==> config.mk <==
export PLATFORM = sky130hd
export DESIGN_NAME = crcstat_top
export DESIGN_NICKNAME = d
export VERILOG_FILES = /design/src/rtl/crcstat_pkg.sv /design/src/rtl/crcstat_counter.sv /design/src/rtl/crcstat_flag.sv /design/src/rtl/crcstat_rdport.sv /design/src/rtl/crcstat_top.sv
export SDC_FILE = /design/constraint.sdc
export NUM_CORES = 1
export LEC_CHECK = 0
export BUFFER_PORTS_ARGS = -buffer_cell sky130_fd_sc_hd__buf_4
export CORE_MARGIN = 5
export CORE_UTILIZATION = 59
export CTS_BUF_LIST = sky130_fd_sc_hd__clkbuf_2
export CTS_CLUSTER_SIZE = 40
export DETAILED_ROUTE_END_ITERATION = 8
export HOLD_SLACK_MARGIN = 0.03
export PLACE_DENSITY = 0.81
export REMOVE_ABC_BUFFERS = 1
export SYNTH_ARGS = -nofsm -noshare
export SYNTH_HDL_FRONTEND = slang
export SYNTH_SLANG_ARGS = --single-unit
==> constraint.sdc <==
create_clock -name clk -period 2.4 [get_ports clk]
set_input_delay 0 -clock clk [delete_from_list [all_inputs] [get_ports clk]]
set_output_delay 0 -clock clk [all_outputs]
set_load 0.02 [all_outputs]
==> src/rtl/crcstat_pkg.sv <==
package crcstat_pkg;
  // Read select encoding, fixed by the register layout
  typedef enum logic {
    SEL_GOOD = 1'b0,
    SEL_ERR  = 1'b1
  } rd_sel_e;

  localparam int GOOD_W    = 14;
  localparam int GOOD_LAST = 9999;
  localparam int ERR_W     = 8;
  localparam int ERR_LAST  = 255;
  localparam int WORD_W    = 16;
  localparam int FLAG_POS  = 15;
endpackage

==> src/rtl/crcstat_counter.sv <==
module crcstat_counter #(
  parameter int W        = 14,
  parameter int LAST     = 9999,
  parameter bit SATURATE = 1'b0
) (
  input  logic         clk,
  input  logic         rst,
  input  logic         inc,
  input  logic         clr,
  output logic [W-1:0] count
);
  timeunit 1ns; timeprecision 1ps;

  localparam logic [W-1:0] LAST_V = W'(LAST);
  localparam logic [W-1:0] ONE_V  = W'(1);

  logic [W-1:0] nxt;
  logic         at_last;

  assign at_last = (count == LAST_V);

  // The parameter picks between a rolling and a sticking ceiling
  generate
    if (SATURATE) begin : g_sat
      always_comb nxt = at_last ? count : count + ONE_V;
    end else begin : g_wrap
      always_comb nxt = at_last ? '0 : count + ONE_V;
    end
  endgenerate

  // A read clear that meets an increment leaves one event behind
  always_ff @(posedge clk) begin
    if (rst)       count <= '0;
    else if (clr)  count <= inc ? ONE_V : '0;
    else if (inc)  count <= nxt;
  end
endmodule

==> src/rtl/crcstat_flag.sv <==
module crcstat_flag (
  input  logic clk,
  input  logic rst,
  input  logic set,
  input  logic clr,
  output logic flag
);
  timeunit 1ns; timeprecision 1ps;

  always_ff @(posedge clk) begin
    if (rst)       flag <= 1'b0;
    else if (set)  flag <= 1'b1;
    else if (clr)  flag <= 1'b0;
  end
endmodule

==> src/rtl/crcstat_rdport.sv <==
module crcstat_rdport
  import crcstat_pkg::*;
(
  input  logic              clk,
  input  logic              rst,
  input  logic              rd_req,
  input  rd_sel_e           rd_sel,
  input  logic [GOOD_W-1:0] good_cnt,
  input  logic              rx_flag,
  input  logic [ERR_W-1:0]  err_cnt,
  output logic              rd_ack,
  output logic [WORD_W-1:0] rd_word
);
  timeunit 1ns; timeprecision 1ps;

  logic [WORD_W-1:0] good_word;
  logic [WORD_W-1:0] err_word;
  logic [WORD_W-1:0] sel_word;

  always_comb begin
    good_word           = '0;
    good_word[GOOD_W-1:0] = good_cnt;
    good_word[FLAG_POS] = rx_flag;
    err_word            = '0;
    err_word[ERR_W-1:0] = err_cnt;
    sel_word            = (rd_sel == SEL_ERR) ? err_word : good_word;
  end

  always_ff @(posedge clk) begin
    if (rst) begin
      rd_ack  <= 1'b0;
      rd_word <= '0;
    end else begin
      rd_ack  <= rd_req;
      rd_word <= rd_req ? sel_word : '0;
    end
  end
endmodule

==> src/rtl/crcstat_top.sv <==
module crcstat_top
  import crcstat_pkg::*;
(
  input  logic              clk,
  input  logic              rst,
  input  logic              frm_valid,
  input  logic              frm_crc_ok,
  input  logic              rd_req,
  input  logic              rd_sel,
  output logic              rd_ack,
  output logic [WORD_W-1:0] rd_word
);
  timeunit 1ns; timeprecision 1ps;

  rd_sel_e           sel;
  logic              good_inc, bad_inc;
  logic              good_clr, err_clr;
  logic [GOOD_W-1:0] good_cnt;
  logic [ERR_W-1:0]  err_cnt;
  logic              rx_flag;

  assign sel      = rd_sel_e'(rd_sel);
  assign good_inc = frm_valid &  frm_crc_ok;
  assign bad_inc  = frm_valid & ~frm_crc_ok;
  assign good_clr = rd_req & (sel == SEL_GOOD);
  assign err_clr  = rd_req & (sel == SEL_ERR);

  crcstat_counter #(.W(GOOD_W), .LAST(GOOD_LAST), .SATURATE(1'b0)) u_good (
    .clk(clk), .rst(rst), .inc(good_inc), .clr(good_clr), .count(good_cnt));

  crcstat_counter #(.W(ERR_W), .LAST(ERR_LAST), .SATURATE(1'b1)) u_err (
    .clk(clk), .rst(rst), .inc(bad_inc), .clr(err_clr), .count(err_cnt));

  crcstat_flag u_flag (
    .clk(clk), .rst(rst), .set(frm_valid), .clr(good_clr), .flag(rx_flag));

  crcstat_rdport u_rd (
    .clk(clk), .rst(rst), .rd_req(rd_req), .rd_sel(sel),
    .good_cnt(good_cnt), .rx_flag(rx_flag), .err_cnt(err_cnt),
    .rd_ack(rd_ack), .rd_word(rd_word));
endmodule

Word-level counts from Yosys, hierarchy flattened
Index checks and enable logic that the tools add are counted.
{"block": "word_totals", "register_bits": 40, "mem_bits_rw": 0, "mem_bits_ro": 0, "memories": 0, "input_bits": 6, "output_inout_bits": 17, "latchBits": 0, "word_cells": 35}
{"block": "op_classes", "n_eq_ne": 3, "addsub": 2, "shift": 0, "order_cmp": 0, "n_mux": 11, "reduce_logical": 6, "n_div": 0, "multipliers": 0, "bitwise_logic": 7}
{"operator": "two-way mux 14 bit", "count": 3}
{"operator": "two-way mux 8 bit", "count": 4}
{"operator": "adder 14 x 1 -> 14 bit, second input constant", "count": 1}
{"operator": "== test 14 bit, second input constant", "count": 1}
{"operator": "adder 8 x 1 -> 8 bit, second input constant", "count": 1}
{"operator": "== test 8 bit, second input constant", "count": 1}
{"operator": "nonzero test 2 bit", "count": 3}
{"operator": "AND 1 bit", "count": 4}
{"operator": "two-way mux 1 bit", "count": 4}
{"operator": "NOT 1 bit", "count": 3}
{"operator": "OR reduction 3 bit", "count": 1}
{"operator": "!= test 2 bit, second input constant", "count": 1}
{"operator": "AND reduction 2 bit", "count": 1}
{"operator": "OR reduction 2 bit", "count": 1}

Longest topological paths before layout
Gate-level depths: netlist of the first run.
{"block": "logic_depth", "ltp_word": 4, "depth_mapped": 6, "mapped_depth_nobuf": 5}

Modules after synthesis
Synthesis of the first run repeated with hierarchy kept, for this count alone.
{"block": "hier_totals", "cells_unflattened": 197, "area_unflattened_um2": 1865.5}
{"module": "crcstat_counter (u_good)", "seq_area_each_um2": 280.3, "area_per_inst_um2": 793.3, "n_inst": 1, "cells_per_inst": 90}
{"module": "crcstat_rdport", "seq_area_each_um2": 320.3, "area_per_inst_um2": 530.5, "n_inst": 1, "cells_per_inst": 46}
{"module": "crcstat_counter (u_err)", "seq_area_each_um2": 160.2, "area_per_inst_um2": 474.2, "n_inst": 1, "cells_per_inst": 53}
{"module": "crcstat_flag", "seq_area_each_um2": 20.0, "area_per_inst_um2": 38.8, "n_inst": 1, "cells_per_inst": 4}
{"module": "crcstat_top", "seq_area_each_um2": 0.0, "area_per_inst_um2": 28.8, "n_inst": 1, "cells_per_inst": 4}

Least setup slack after synthesis of the first run
No wires, ideal clock.
{"block": "synth_path", "kind": "register to register", "from": "register u_good.count[11]", "to": "register u_good.count[11]", "setup_time_ns": 0.122, "required_ns": 2.278, "path_stages_with_launch": 6, "n_path_buf": 1, "arrival_ns": 1.729, "setup_slack_ns": 0.549, "synth_period_minus_slack_ns": 1.851, "path_cell_list": "dfxtp_1 -> or4_1 -> or4_4 -> buf_6 -> o21ai_4 -> nor2_1"}
{"block": "synth_via", "elab_chain_len": 4, "word_cells_on_any_way": 5, "classes_between": "add/sub (1); eq/ne (1); mux (3)"}
{"item": "start: declaration", "line_no": "crcstat_counter.sv:10", "rtl": "output logic [W-1:0] count"}
{"item": "start signal: assignment", "line_no": "crcstat_counter.sv:34", "rtl": "else if (clr) count <= inc ? ONE_V : '0;"}
{"item": "start signal: assignment", "line_no": "crcstat_counter.sv:35", "rtl": "else if (inc) count <= nxt;"}
{"item": "adder 14 x 1 -> 14 bit or == test 14 bit (tied branches)", "line_no": "crcstat_counter.sv:27, crcstat_counter.sv:20"}
{"item": "two-way mux 14 bit (*)", "line_no": "crcstat_counter.sv:27", "rtl": "always_comb nxt = at_last ? '0 : count + ONE_V;"}
{"item": "two-way mux 14 bit (*)", "line_no": "crcstat_counter.sv:35"}
{"item": "two-way mux 14 bit (*)", "line_no": "crcstat_counter.sv:34"}
Mark *: on every way between the ends. The rest lies on a longest branch, timed or not. The select of a mux whose other input is x is not followed.
A chain may end at the register's enable or synchronous reset.

Final worst setup path of the first run
{"block": "layout_path", "from": "register u_err.count[0]", "to": "register u_err.count[0]"}
{"block": "layout_via", "elab_chain_len": 4, "word_cells_on_any_way": 7, "classes_between": "add/sub (1); eq/ne (2); mux (3); reduce/logical (1)"}
{"item": "start: declaration", "line_no": "crcstat_counter.sv:10"}
{"item": "start signal: assignment", "line_no": "crcstat_counter.sv:34"}
{"item": "start signal: assignment", "line_no": "crcstat_counter.sv:35"}
{"item": "adder 8 x 1 -> 8 bit", "line_no": "crcstat_counter.sv:25", "rtl": "always_comb nxt = at_last ? count : count + ONE_V;"}
{"item": "two-way mux 8 bit", "line_no": "crcstat_counter.sv:25"}
{"item": "two-way mux 8 bit", "line_no": "crcstat_counter.sv:35"}
{"item": "two-way mux 8 bit", "line_no": "crcstat_counter.sv:34"}
Parallel ways exist; a longest one is shown, timed or not. The select of a mux whose other input is x is not followed.

==> flow_summary.yaml, run 1 <==
outcome:
  status: "finished clean"
cts:
  clkTransAtPathRegs_ns: 0.21
  htreeDepth: 2
  cts_post_setup_buffers_inserted: 0
  cts_made_buffers: 5
  clk_root_buffer_cell: "clkbuf_2"
  cts_tree: "built"
  cts_max_path_buffers: 2
  hold_buffers: 5
  cts.sinks: 39
  clock_latency_ns: 0.39
  ctsResizeCount: 0
power_and_ir_drop:
  intPower_mw: 0.862
  p_clk_share_pct: 35.2
  total_power_mw: 1.13
  swShare_pct: 24.0
  p_seq_share_pct: 58.2
  p_sw_mw: 0.272
  power_frac_comb_pct: 6.6
  peakVddDrop_v: 0.000780
  p_leak_nw: 0.769
  power_density_nw_per_um2: 565
floorplan:
  start_util_pct: 62.3
  fp.dieW_um: 64.2
  core.rowCount: 19
  die_area_sq_um: 4120
  dieHeight_um: 64.2
  pin_count: 23
  core_area_sq_um: 2780
hold_path:
  hold_path.class: "primary input to flip-flop"
  hp-start: "rst"
  min_path_cells: 3
logic_synthesis:
  ys_ff_latch: 39
  yosys.cell_types.count: 45
  ys_async_sr_fraction_pct: 0
  yosysWarnings: 0
  synthFlopType: "dfxtp_1"
  syn_area_sq_um: 1730
  synth_enable_flop_cells: 0
  synth_seq_area_share_pct: 45.0
  synth_area_per_cell_sq_um: 9.18
  synthCells: 189
sta:
  relSlewSlack_pct: 63.8
  drv_slew: 0
  min_period_ns: 2.08
  finalSetupViolCount: 0
  hold_violations: 0
  fmax_mhz: 481
  fin_crit_sh_pct: 86.7
  finalClockSkew_ns: 0.0222
  grt_setup_unrepaired: "false"
  worstMarginPinSlew_ns: 0.541
  tns_ns: 0
layout:
  drive_gt1_share_pct: 15.9
  antenna_cells: 0
  nets: 222
  area_growth_syn_to_layout_pct: 15.8
grt:
  grt_max_degree: 14
  grt_pass1_wl_um: 6330
  met3_usage_pct: 5.78
  met2_usage_pct: 29.1
  antenna_found_initial: 0
  overflow: 0
  track_usage_pct: 19.3
  grt_pass1_vias: 1316
  busiest_layer: "met2"
  grt_util_met1_pct: 25.9
drt:
  firstDrtPassIters: 4
  remaining_drc_errors: 0
  viasPerCell: 6.01
  drt_iter0_markers: 98
  final_antenna_net_count: 0
  wl_um: 3680
  wl_per_cell_um: 15.0
  dr_total_vias: 1473
worst_setup_path:
  required_ns: 2.76
  arrival_ns: 2.44
  worst-path-buf-inv: 1
  startpoint_type: "flip-flop"
  cp_cell_sequence: "ha_1 > nand4_1 > o21ai_0 > nand3b_1 > a21oi_1 > dlygate4sd3_1"
  r2r_cells: 6
  cp-end-kind: "flip-flop"
  cp_top_family: "buffers and inverters"
  cp_max_fo: 5
  cp_slowest_cell: "dlygate4sd3_1"
  cp-startpoint: "u_err.count[0]$_SDFFE_PP0P_"
  crit_cells: 6
  cpPeakStageDelay_ns: 0.56
  r2r_slack_ns: 0.32
  critical_path_class: "flip-flop to flip-flop"
  reg2reg_from: "u_err.count[0]$_SDFFE_PP0P_"
place:
  place.detailed.hpwl_um: 2620
  port_buffers: 21
  gp_congestion: 0.889
job:
  max_cap_viol_count: 0
==> cell usage after synthesis (all sizes together), types with 3 or more instances <==
cell type,number,area share [%]
buf,4,1.7
o21ai,8,3.0
nand2b,3,1.1
nand2,4,0.87
xor2,5,2.5
inv,4,0.87
nor2,26,5.6
dfxtp,39,45
xnor2,6,3.0
and2,8,3.0
nand4,5,1.8
nand3b,4,1.7
nor3,4,1.2
clkbuf,6,1.3
ha,3,2.2
mux2i,10,5.8
a21oi,5,1.4
a31oi,5,1.8
nand3,10,2.9
or4,3,1.5
==> final timing paths <==
path / endpoint
hold / removal: u_good.count[0]$_SDFFE_PP0P_
setup / recovery: u_err.count[0]$_SDFFE_PP0P_
hold reg to reg: u_rd.rd_word[15]$_SDFF_PP0_
setup reg to reg: u_err.count[0]$_SDFFE_PP0P_
==> flip-flops by register name (all words and copies together) (netlist names) <==
signal        count
u_rd.rd_word     15
u_rd.rd_ack       1
u_good.count     14
u_err.count       8
u_flag.flag       1
==> worst min-delay path: stages <==
cell and delay, ns:
dlygate4sd3_1 0.53, buf_4 0.18, a31oi_1 0.06
==> through the flow <==
stage          utilization, %  setup slack [ns]  instance area, sq um  instances  hold slack (ns)
2_1_floorplan               -             0.603                  1680        179           0.0691
3_3_place_gp             67.6             0.518                  1880        231            0.265
3_5_place_dp             67.6             0.479                  1880        231            0.269
4_1_cts                  71.8             0.359                  2000        244           0.0392
5_1_grt                  72.2             0.212                  2010        245            0.403
6_report                 72.2             0.320                  2010        245            0.407
==> placed cells by master (no fill, tap or decap), types with 3 or more instances in the layout <==
master,instances
a21oi_1,5
a31oi_1,5
and2_1,6
buf_4,21
clkbuf_2,5
dfxtp_1,39
dlygate4sd3_1,6
ha_1,3
inv_1,4
mux2i_1,10
nand2_1,4
nand2b_1,3
nand3_1,10
nand3b_1,4
nand4_1,5
nor2_1,26
nor3_1,4
o21ai_0,6
xnor2_1,6
xor2_1,5
==> per-layer routing <==
layer / vias to the layer above / wire [um]
met1: 682 / 1610
met5: - / 0
met3: 7 / 315
li1: 720 / -
met2: 64 / 1690
met4: 0 / 65
==> cell type report <==
type	count	area, sq um
Fill cell	218	773
Clock buffer	5	25.0
Inverter	4	15.0
Timing Repair Buffer	27	218
Multi-Input combinational cell	136	887
Tap cell	31	38.8
Clock inverter	3	43.8
Sequential cell	39	781
==> cells by family (layout without fill, tap and decap cells) <==
logic type	Yosys count	count (layout)	synth area share [%]
AND/OR/NAND/NOR	78	78	24.0
multiplexers	10	10	5.77
buffers and inverters	14	39	3.82
adder cells (fa/ha/maj)	3	3	2.16
flip-flops	39	39	45.0
XOR/XNOR	11	11	5.56
other	1	1	0.216
AO/OA/AOI/OAI	33	33	13.5
==> power groups by stage <==
stage / clock network (mW) / logic [mW] / registers (mW)
finish: 0.399 / 0.0749 / 0.660
global route: 0.442 / 0.0818 / 0.663
CTS: 0.403 / 0.0720 / 0.660
detailed placement: 0 / 0.0652 / 0.673
global placement: 0 / 0.0652 / 0.673
floorplan: 0 / 0.0367 / 0.674
(Power assumes the default switching activity.)
==> run 2: changes to the inputs <==
--- a/config.mk
+++ b/config.mk
@@ -12,8 +12,9 @@
 export CTS_CLUSTER_SIZE = 40
 export DETAILED_ROUTE_END_ITERATION = 8
 export HOLD_SLACK_MARGIN = 0.03
-export PLACE_DENSITY = 0.81
+export PLACE_DENSITY_LB_ADDON = 0.12
 export REMOVE_ABC_BUFFERS = 1
 export SYNTH_ARGS = -nofsm -noshare
 export SYNTH_HDL_FRONTEND = slang
+export SYNTH_HIERARCHICAL = 1
 export SYNTH_SLANG_ARGS = --single-unit
==> run 2 against run 1 <==
Clock skew decreased by 0.012 ns. Worst hold slack worse by 0.33 ns. Via count increased by 8.1%. Register-to-register slack gained 0.48 ns. Clock power is 34% lower.
==> flow_summary.yaml, run 2 <==
sta:
  drv_slew: 0
  fmax_mhz: 624
  finalSetupViolCount: 0
  relSlewSlack_pct: 60.2
  grt_setup_unrepaired: "false"
  worstMarginPinSlew_ns: 0.596
  hold_violations: 0
  finalClockSkew_ns: 0.00984
  fin_crit_sh_pct: 66.7
  min_period_ns: 1.60
  tns_ns: 0
worst_setup_path:
  crit_cells: 4
  cp-startpoint: "u_good/count[4]$_SDFFE_PP0P_"
  r2r_cells: 4
  reg2reg_from: "u_good/count[4]$_SDFFE_PP0P_"
  cp_top_family: "compound AO/OA/AOI/OAI gates"
  crit_end: "u_good/count[3]$_SDFFE_PP0P_"
  cp_max_fo: 8
  cpPeakStageDelay_ns: 0.45
  critical_path_class: "flip-flop to flip-flop"
  cp_slowest_cell: "dfxtp_1"
  startpoint_type: "flip-flop"
  r2r_slack_ns: 0.80
  required_ns: 2.68
  r2r-end: "u_good/count[3]$_SDFFE_PP0P_"
  arrival_ns: 1.88
  worst-path-buf-inv: 0
  cp-end-kind: "flip-flop"
  cp_cell_sequence: "nor4b_2 > a41oi_2 > o21ai_2 > a21oi_1"
cts:
  clk_root_buffer_cell: "clkbuf_2"
  clock_latency_ns: 0.38
  ctsResizeCount: 0
  clkTransAtPathRegs_ns: 0.17
  cts_made_buffers: 5
  cts_tree: "built"
  cts_max_path_buffers: 2
  cts.sinks: 39
  cts_post_setup_buffers_inserted: 0
  htreeDepth: 2
layout:
  reg_top3: "u_rd/rd_word: 15 flops, u_good/count: 14 flops, u_err/count: 8 flops"
  largest_reg_flops: 15
  area_growth_syn_to_layout_pct: 12.1
  final_area_sq_um: 2090
  layout_commonest_cell: "dfxtp_1"
  final_cell_mix: "dfxtp_1 (39), buf_4 (21), nor2_1 (20)"
  finalCoreUtilization_pct: 68.5
  antenna_cells: 0
  drive_gt1_share_pct: 19.8
  nets: 229
  stdcell_count: 266
  regMostFlops: "u_rd/rd_word"
place:
  place.detailed.hpwl_um: 2930
  dp.cells: 253
  port_buffers: 21
  postPlaceCellArea_sq_um: 2000
  gp_congestion: 0.881
logic_synthesis:
  synthFlopType: "dfxtp_1"
  ys_async_sr_fraction_pct: 0
  synthCells: 197
  synth.top_cells.by_area: "dfxtp_1 (42%), mux2i_1 (4.8%), nor2_1 (4.0%), and2_1 (3.4%), nand2_1 (2.4%)"
  ys_ff_latch: 39
  syn_area_sq_um: 1870
  synth_enable_flop_cells: 0
  yosys.cell_types.count: 51
  synth_seq_area_share_pct: 41.9
  synth_area_per_cell_sq_um: 9.47
  yosys.area.top_type: "dfxtp_1"
  synth_top_area_share_pct: 41.9
  yosysWarnings: 6
  synth_common_cells: "dfxtp_1 (39), nor2_1 (20), nand2_1 (12)"
  yosysMostFrequentCell: "dfxtp_1"
hold_path:
  hold_path.class: "primary input to flip-flop"
grt:
  overflow: 0
  grt_max_degree: 14
  grt_pass1_vias: 1439
  antenna_found_initial: 0
  track_usage_pct: 20.5
  grt_pass1_wl_um: 6800
drt:
  final_antenna_net_count: 0
  wl_per_cell_um: 15.2
  remaining_drc_errors: 0
  viasPerCell: 5.99
  firstDrtPassIters: 4
  wl_um: 4060
  dr_total_vias: 1593
  drt_iter0_markers: 144
floorplan:
  start_util_pct: 61.1
  fp.dieW_um: 66.2
  core_area_sq_um: 3050
  dieHeight_um: 66.2
  core.rowCount: 20
  die_area_sq_um: 4390
  pin_count: 23
job:
  max_cap_viol_count: 0
outcome:
  status: "finished clean"
power_and_ir_drop:
  p_leak_nw: 0.796
  power_density_nw_per_um2: 480
  peakVddDrop_v: 0.000318
  total_power_mw: 1.00
[run 2: changes by cell type after synthesis, sizes merged, moves of 4 or more]
cell	before	now
and4	0	8
buf	4	9
clkbuf	6	0
nand2	4	12
nand3	10	4
nand3b	4	0
nor2	26	20
nor3b	0	4
nor4b	0	4
[run 2: final cells by class]
cell class              instances  area [sq um]
multi-input cells             143           988
inverters                       6          22.5
clock inverters                 2          7.51
well taps                      44          55.1
repair buffers                 26           208
flip-flops and latches         39           781
fillers                       242           961
clock buffers                   6          30.0
[run 2: worst register-to-register path: stages, from the launching register on]
cell	delay, ns
dfxtp_1	0.45
nor4b_2	0.41
a41oi_2	0.24
o21ai_2	0.31
a21oi_1	0.10
[run 2: logic make-up after synthesis]
logic type,count (synthesis),synth area share (%)
mux,9,4.83
xor+xnor,7,3.29
fa+ha+maj,2,1.34
flops,39,41.9
other cells,1,0.201
simple gates,87,28.6
buf+inv,15,5.16
compound gates,37,14.8
[run 2: worst min-delay path by stage]
stage	start	end	slack [ns]	cells after the start
2_1_floorplan	rst	u_flag/flag$_SDFFE_PP0P_	0.06	1
3_3_place_gp	frm_valid	u_flag/flag$_SDFFE_PP0P_	0.26	3
3_5_place_dp	frm_valid	u_flag/flag$_SDFFE_PP0P_	0.27	3
4_1_cts	frm_crc_ok	u_err/count[2]$_SDFFE_PP0P_	0.04	4
5_1_grt	frm_crc_ok	u_err/count[0]$_SDFFE_PP0P_	0.08	4
6_report	frm_crc_ok	u_err/count[2]$_SDFFE_PP0P_	0.08	4
[run 2: repair_timing]
item                                    4_1_cts  5_1_grt
endpoints found under the setup margin        0        0
hold endpoints to repair                     19        0
hold buffers                                  5        0
[run 2: through the flow]
stage | setup WS, ns | hold slack, ns
2_1_floorplan | 1.06 | 0.0624
3_3_place_gp | 0.904 | 0.257
3_5_place_dp | 0.875 | 0.273
4_1_cts | 0.854 | 0.0427
5_1_grt | 0.714 | 0.0771
6_report | 0.798 | 0.0811
[run 2: report_power, final]
part / internal (mW) / switching (mW)
clock network: 0.0701 / 0.194
logic: 0.0324 / 0.0451
registers: 0.654 / 0.00730
[run 2: layer usage]
layer	wire length [um]	track usage, %	vias up
met5	0	0	-
met4	89	9.64	0
met3	349	6.12	10
met2	1890	31.7	82
met1	1730	25.9	737
li1	-	-	764
==> run 3: changes to the inputs <==
==> constraint.sdc (replaced) <==
create_clock -name clk -period 1.6 [get_ports clk]
set_input_delay 0 -clock clk [delete_from_list [all_inputs] [get_ports clk]]
set_output_delay 0 -clock clk [all_outputs]
set_load 0.02 [all_outputs]
==> run 3 against run 2 <==
Via count up 2.6%. Worst hold slack got worse by 0.0080 ns. Register-to-register slack lost 0.72 ns. Largest cell class unchanged. Sequential share of layout area fell by 1.9 points. Total power grew 72%. Sequential cell count did not move. Global-route usage increased by 0.17 points.
==> flow_summary.yaml, run 3 (synthesis results as in run 2) <==
outcome:
  status: "finished clean"
job:
  max_cap_viol_count: 0
floorplan:
  die_area_sq_um: 4390
  core_area_sq_um: 3050
  pin_count: 23
  start_util_pct: 61.1
  fp.dieW_um: 66.2
  dieHeight_um: 66.2
  core.rowCount: 20
worst_setup_path:
  r2r_slack_ns: 0.07
  reg2reg_from: "u_good/count[4]$_SDFFE_PP0P_"
  r2r_cells: 4
  cp_slowest_cell: "dfxtp_1"
  cp_cell_sequence: "nand4_1 > nor4_1 > nor3b_1 > o21a_1"
  cp-startpoint: "u_good/count[4]$_SDFFE_PP0P_"
  cpPeakStageDelay_ns: 0.55
  r2r-end: "u_good/count[13]$_SDFFE_PP0P_"
  arrival_ns: 1.89
  cp_top_family: "simple AND/OR/NAND/NOR gates"
  cp_max_fo: 8
  critical_path_class: "flip-flop to flip-flop"
  required_ns: 1.96
  worst-path-buf-inv: 0
  cp-end-kind: "flip-flop"
  startpoint_type: "flip-flop"
sta:
  fin_crit_sh_pct: 95.4
  min_period_ns: 1.53
  hold_violations: 0
  tns_ns: 0
  grt_setup_unrepaired: "false"
  hold_ws_ns: 0.0731
  drv_slew: 0
  layout_setup_ws_ns: 0.0730
  fmax_mhz: 655
  finalSetupViolCount: 0
  finalClockSkew_ns: 0.0144
place:
  place.detailed.hpwl_um: 2880
  gp_congestion: 0.890
  postPlaceCellArea_sq_um: 2090
  port_buffers: 21
  place_ws_ns: 0.141
layout:
  regMostFlops: "u_rd/rd_word"
  layout_commonest_cell: "dfxtp_1"
  antenna_cells: 0
  drive_gt1_share_pct: 24.6
  reg_top3: "u_rd/rd_word: 15 flops, u_good/count: 14 flops, u_err/count: 8 flops"
  finalCoreUtilization_pct: 72.2
  final_cell_mix: "dfxtp_1 (39), buf_4 (32), nor2_1 (20)"
  area_growth_syn_to_layout_pct: 18.2
  final_area_sq_um: 2200
  largest_reg_flops: 15
  nets: 239
drt:
  viasPerCell: 5.92
  dr_total_vias: 1635
  drt_iter0_markers: 86
  wl_per_cell_um: 14.8
  firstDrtPassIters: 4
  remaining_drc_errors: 0
  wl_um: 4070
  final_antenna_net_count: 0
power_and_ir_drop:
  peakVddDrop_v: 0.000485
  p_leak_nw: 0.863
  power_density_nw_per_um2: 782
hold_path:
  min_path_cells: 4
  hold_path.class: "primary input to flip-flop"
  min_to: "u_rd/rd_word[5]$_SDFF_PP0_"
  hp-start: "rd_sel"
cts:
  clk_root_buffer_cell: "clkbuf_2"
  cts_tree: "built"
  cts_post_setup_buffers_inserted: 0
  cts.sinks: 39
  cts_made_buffers: 5
  cts_max_path_buffers: 2
  htreeDepth: 2
  clock_latency_ns: 0.41
  clkTransAtPathRegs_ns: 0.20
grt:
  grt_pass1_wl_um: 6880
  overflow: 0
  met3_usage_pct: 5.95
  grt_util_met1_pct: 26.8
  met2_usage_pct: 31.7
  track_usage_pct: 20.7
  busiest_layer: "met2"
  antenna_found_initial: 0
  grt_max_degree: 14
  grt_pass1_vias: 1463
[run 3: cell types whose count changed in the layout (fill, tap and decap cells not counted), sizes merged]
cell,delta
buf,+11
bufinv,+1
dlygate4sd3,-1
clkbuf,-1
[run 3: metal layers]
layer	share of wire (%)	wire length (um)	up-vias
met1	46	1880	776
met2	44	1800	65
met5	0	0	-
met4	2.0	80	0
li1	-	-	784
met3	7.6	310	10
[run 3: area by class of cell]
| class | count | area (sq um) |
|---|---|---|
| Timing Repair Buffer | 36 | 280 |
| Tap cell | 44 | 55.1 |
| Clock inverter | 3 | 43.8 |
| Inverter | 6 | 22.5 |
| Sequential cell | 39 | 781 |
| Clock buffer | 5 | 25.0 |
| Fill cell | 249 | 848 |
| Multi-Input combinational cell | 143 | 997 |
[run 3: power breakdown]
group,switching [mW],internal (mW),total [mW]
registers,0.00726,0.982,0.990
clock network,0.333,0.264,0.598
logic,0.0774,0.0603,0.138
[run 3: how the worst max path moves through the flow]
stage / slack (ns) / depth (start not counted) / to
after global placement: 0.17 / 4 / u_good/count[4]$_SDFFE_PP0P_
after detailed placement: 0.14 / 4 / u_good/count[8]$_SDFFE_PP0P_
after CTS: 0.11 / 4 / u_good/count[7]$_SDFFE_PP0P_
after floorplan: 0.26 / 4 / u_good/count[0]$_SDFFE_PP0P_
final: 0.07 / 4 / u_good/count[13]$_SDFFE_PP0P_
after global routing: 0.0004 / 4 / u_err/count[2]$_SDFFE_PP0P_
[run 3: repair_timing]
item,4_1_cts,5_1_grt
hold endpoints to repair,24,0
hold buffers,4,0
resized for setup,0,1
endpoints found under the setup margin,0,5
[run 3: stage by stage]
step,power (mW),std cells
after floorplan,1.07,188
after global placement,1.13,264
final,1.72,276
after CTS,1.73,276
after global routing,1.81,276
after detailed placement,1.14,264
[run 3: worst reg2reg max path: cells and delay by family, from the launching register on]
kind             cells  cell delay (ns)
flip-flops           1             0.55
AO/OA/AOI/OAI        1             0.12
AND/OR/NAND/NOR      3             0.81
